==> src/rtl/pwm_pkg.sv <==
package pwm_pkg;
  localparam int STEP_W  = 2;
  localparam int CODE_W  = 6;
  localparam int PHASE_W = 8;
  localparam int CFG_W   = STEP_W + CODE_W;
  localparam int INC_W   = CODE_W + 1 + 2 * ((1 << STEP_W) - 1);

  typedef struct packed {
    logic [STEP_W-1:0] step;
    logic [CODE_W-1:0] code;
  } freq_t;
endpackage

==> src/rtl/pwm_timebase.sv <==
module pwm_timebase #(
  parameter int TICK_DIV = 96
) (
  input  logic clk,
  input  logic rst,
  output logic tick
);
  localparam int CW = (TICK_DIV > 1) ? $clog2(TICK_DIV) : 1;
  localparam logic [CW-1:0] LAST = CW'(TICK_DIV - 1);

  logic [CW-1:0] cnt;

  always_ff @(posedge clk) begin
    if (rst) begin
      cnt  <= '0;
      tick <= 1'b0;
    end else begin
      tick <= (cnt == LAST);
      cnt  <= (cnt == LAST) ? '0 : cnt + 1'b1;
    end
  end
endmodule

==> src/rtl/pwm_channel.sv <==
module pwm_channel
  import pwm_pkg::*;
#(
  parameter int FRAC_W = 12
) (
  input  logic               clk,
  input  logic               rst,
  input  logic               tick,
  input  freq_t              freq,
  input  logic [PHASE_W-1:0] duty,
  input  logic               invert,
  input  logic               enable,
  input  logic               normal,
  output logic               wave
);
  localparam int ACC_W = PHASE_W + FRAC_W;

  logic [INC_W-1:0]   mult;
  logic [INC_W-1:0]   inc;
  logic [ACC_W-1:0]   acc;
  logic [PHASE_W-1:0] phase;
  logic               in_window;

  // increment = (multiplier + 1) scaled by 4^step
  always_comb begin
    mult      = INC_W'(freq.code) + 1'b1;
    inc       = mult << {freq.step, 1'b0};
    phase     = acc[ACC_W-1 -: PHASE_W];
    in_window = (phase <= duty);
  end

  always_ff @(posedge clk) begin
    if (rst) begin
      acc  <= '0;
      wave <= 1'b0;
    end else begin
      if (tick) acc <= acc + ACC_W'(inc);
      wave <= normal & enable & (in_window ^ invert);
    end
  end
endmodule

==> src/rtl/stepped_pwm_bank.sv <==
module stepped_pwm_bank
  import pwm_pkg::*;
#(
  parameter int NCH      = 4,
  parameter int TICK_DIV = 96,
  parameter int FRAC_W   = 12
) (
  input  logic               clk,
  input  logic               rst,
  input  logic               normal_mode,
  input  logic [NCH*8-1:0]   freq_cfg,
  input  logic [NCH*8-1:0]   duty_cfg,
  input  logic [NCH-1:0]     pol_inv,
  input  logic [NCH-1:0]     chan_en,
  output logic [NCH-1:0]     pwm_out
);
  logic fine_tick;

  pwm_timebase #(.TICK_DIV(TICK_DIV)) u_tb (
    .clk  (clk),
    .rst  (rst),
    .tick (fine_tick)
  );

  for (genvar i = 0; i < NCH; i++) begin : g_ch
    freq_t f_i;
    assign f_i = freq_t'(freq_cfg[i*CFG_W +: CFG_W]);

    pwm_channel #(.FRAC_W(FRAC_W)) u_ch (
      .clk    (clk),
      .rst    (rst),
      .tick   (fine_tick),
      .freq   (f_i),
      .duty   (duty_cfg[i*PHASE_W +: PHASE_W]),
      .invert (pol_inv[i]),
      .enable (chan_en[i]),
      .normal (normal_mode),
      .wave   (pwm_out[i])
    );
  end
endmodule

==> config.mk <==
export PLATFORM = sky130hd
export DESIGN_NAME = stepped_pwm_bank
export DESIGN_NICKNAME = d
export VERILOG_FILES = /design/src/rtl/pwm_pkg.sv /design/src/rtl/pwm_timebase.sv /design/src/rtl/pwm_channel.sv /design/src/rtl/stepped_pwm_bank.sv
export SDC_FILE = /design/constraint.sdc
export NUM_CORES = 1
export LEC_CHECK = 0
export BUFFER_PORTS_ARGS = -buffer_cell sky130_fd_sc_hd__buf_2
export CORE_ASPECT_RATIO = 0.9
export CORE_MARGIN = 2
export CORE_UTILIZATION = 40
export CTS_BUF_LIST = sky130_fd_sc_hd__clkbuf_4 sky130_fd_sc_hd__clkbuf_8
export CTS_CLUSTER_DIAMETER = 200
export CTS_CLUSTER_SIZE = 25
export DETAILED_ROUTE_END_ITERATION = 10
export GPL_TIMING_DRIVEN = 0
export PLACE_DENSITY = 0.58
export SLEW_MARGIN = 20
export SYNTH_ARGS = -nofsm -noshare
export SYNTH_HDL_FRONTEND = slang
export SYNTH_SLANG_ARGS = --single-unit
export TNS_END_PERCENT = 5
==> constraint.sdc <==
create_clock -name clk -period 3.65 [get_ports clk]
set_input_delay 0.5475 -clock clk [delete_from_list [all_inputs] [get_ports clk]]
set_output_delay 0.5475 -clock clk [all_outputs]
set_load 0.005 [all_outputs]
==> impl_metrics.ini <==
[outcome]
run_status = complete, no violations

[clock_network]
clkTransAtPathRegs_ns = 0.10
cts.sinks = 92
cts-root-buf = clkbuf_8
post_cts_resized = 0
post_cts_buffers = 0
worstSkewPairLatency_ns = 0.40
cts_tree = yes
clockBufferDepth = 2
hold_buffers = 0
tritoncts.num_buffers = 9
htreeDepth = 3

[placement]
io_buffer_count = 74
finalWeightedCongestion = 0.866
dp_hpwl_mm = 16.6
place_area_sq_um = 8930
place_ws_ns = 0.286

[synthesis]
synth-edff-count = 0
synth_largest_area_cell = dfxtp_1
yosys_most_used_dff = dfxtp_1
syn-num-nets = 1221
ys_seq_elements = 92
synth.distinct_cells = 76
netlist_area_sq_um = 8240
yosys-top-cells-area = dfxtp_1 22%, ha_1 14%, nor2_1 5.1%
ys_async_sr_fraction_pct = 0
synth.avg_cell_area_sq_um = 7.85
syn_inst = 1050
ys_seq_area_share_pct = 22.3
yosys_warnings = 0
yosys.area.top_type_share_pct = 22.3

[power_and_ir_drop]
totalPowerFinal_mw = 2.11
p_per_area_nw_per_um2 = 232
irDropWorstVdd_mv = 0.166
leakage_nw = 3.95

[setup_path]
end_kind = flop
crit_path_top_delay_cell = or3_1
r2r_end = g_ch[0].u_ch.acc[10]$_SDFFE_PP0P_
reg2reg_depth = 8
cp_max_fo = 10
required_ns = 3.94
critPathTopFamily = simple AND/OR/NAND/NOR gates
r2r-start = g_ch[0].u_ch.acc[0]$_SDFFE_PP0P_
slowest_delay_ns = 0.39
reg2reg_slack_ns = 1.33
critical_path.startpoint = freq_cfg[8]
crit_buf_inv = 2
path_cells = buf_2 > ha_1 > nand2_1 > or3_1 > nor2_1 > ha_1 > clkbuf_1 > nand4_1 > nor2b_1 > a211oi_2 > o31ai_4 > and3_1 > o21a_1
cp-start-kind = primary input
crit_top_cell = ha_1
cp.arrival_ns = 3.25
path_depth = 13
crit_type = in -> reg

[die]
die_width_um = 155
coreArea_sq_um = 20100
num_rows = 49
chipHeight_um = 140
start_util_pct = 41.0
die-area_sq_um = 21800
ios = 79

[sta]
hold_violations = 0
clock-skew-final_ns = 0.0130
slew_viol_final = 0
rsz0062_at_grt = no
setup_ws_ns = 0.695
max_freq_mhz = 338
slew_headroom_pct = 43.7
final.period_utilization_pct = 81.0
final.min_clock_period_ns = 2.95
setup_tns_ns = 0
worst_pin_slew_ns = 0.844
setup-violations-final = 0

[routing]
drt-met1-wl_mm = 11.0
firstDrtPassIters = 4
antenna_left = 0
drc = 0
via_per_inst = 5.57
top_layer = met4
wl_met2_mm = 9.75
wl_mm = 21.8
via_count = 7767
wire_per_inst_um = 15.6
wl_met3_um = 799
drt-initial-drc-count = 569

[cells_and_area]
postLayoutCellArea_sq_um = 9110
mostFrequentLayoutCell = nor2_1
drive_gt1_share_pct = 12.5
final_cell_mix = 113 x nor2_1, 92 x ha_1, 92 x dfxtp_1
fin_nets = 1306
n_antenna_cell = 0
area_delta_synth_final_pct = 10.6

[grt]
grt_pass1_vias = 7222
antenna_found_initial = 0
grt_first_pass_wirelength_mm = 36.2
grt_max_degree = 16
grt_usage_pct = 20.3
grt_overflow_total = 0

[min_path]
whs_endpoint = g_ch[3].u_ch.wave$_SDFF_PP0_
hold_path_class = in -> reg
min_from = chan_en[3]
hold_depth = 2

[job]
max_cap_violations = 0
==> final cells by class <==
class	instances	area, sq um
plain buffers	51	226
clock buffers	11	145
clock inverters	5	35.0
fillers	2100	11000
inverters	63	236
multi-input cells	844	5940
flip-flops and latches	92	1840
well taps	255	319
repair buffers	74	370
==> kinds of logic (layout without fill, tap and decap cells) <==
family | Yosys count | after routing | share of synthesized area, %
AND/OR/NAND/NOR | 388 | 388 | 24.2
AO/OA/AOI/OAI | 270 | 270 | 22.8
buffers and inverters | 114 | 204 | 5.62
adder cells (fa/ha/maj) | 96 | 96 | 14.9
flip-flops | 92 | 92 | 22.3
XOR/XNOR | 60 | 60 | 6.38
multiplexers | 30 | 30 | 3.69
==> sequential cells by signal, summed over array words and instances, names as in the netlist <==
signal	flops
g_ch.u_ch.wave	4
u_tb.cnt	7
u_tb.tick	1
g_ch.u_ch.acc	80
==> metrics by stage <==
stage	hold WS, ns	cells	util, %
floorplan	0.418	1050	-
global placement	0.432	1379	44.4
detailed placement	0.441	1379	44.4
CTS	0.347	1395	45.3
global route	0.355	1395	45.3
finish	0.374	1395	45.3
==> synth_stat cells, drive strengths merged, types with 24 or more instances <==
| cell | number |
|---|---|
| nor3 | 31 |
| nor2 | 113 |
| nand2 | 87 |
| nand3 | 33 |
| dfxtp | 92 |
| a21o | 32 |
| ha | 92 |
| nor4b | 24 |
| buf | 24 |
| o21ai | 37 |
| inv | 62 |
| xnor2 | 41 |
| mux2i | 27 |
| clkbuf | 27 |
| a21oi | 81 |
==> worst max-delay path by stage <==
stage	slack, ns	to
2_1_floorplan	0.72	g_ch[3].u_ch.acc[19]$_SDFFE_PP0P_
6_report	0.70	g_ch[1].u_ch.acc[15]$_SDFFE_PP0P_
3_3_place_gp	0.28	g_ch[3].u_ch.acc[19]$_SDFFE_PP0P_
4_1_cts	0.73	g_ch[3].u_ch.acc[19]$_SDFFE_PP0P_
5_1_grt	0.53	g_ch[3].u_ch.acc[19]$_SDFFE_PP0P_
3_5_place_dp	0.29	g_ch[3].u_ch.acc[19]$_SDFFE_PP0P_
==> power breakdown <==
part	switching [mW]	total, mW	internal (mW)
registers	0.00232	1.01	1.01
logic	0.244	0.397	0.153
clock network	0.427	0.705	0.278
==> metal layers <==
metal,up-vias,global-route usage [%]
li1,4028,-
met1,3583,28.8
met2,138,32.7
met3,18,2.91
met4,0,4.59
met5,-,0
Note: power is estimated with default switching activity, not from simulation.
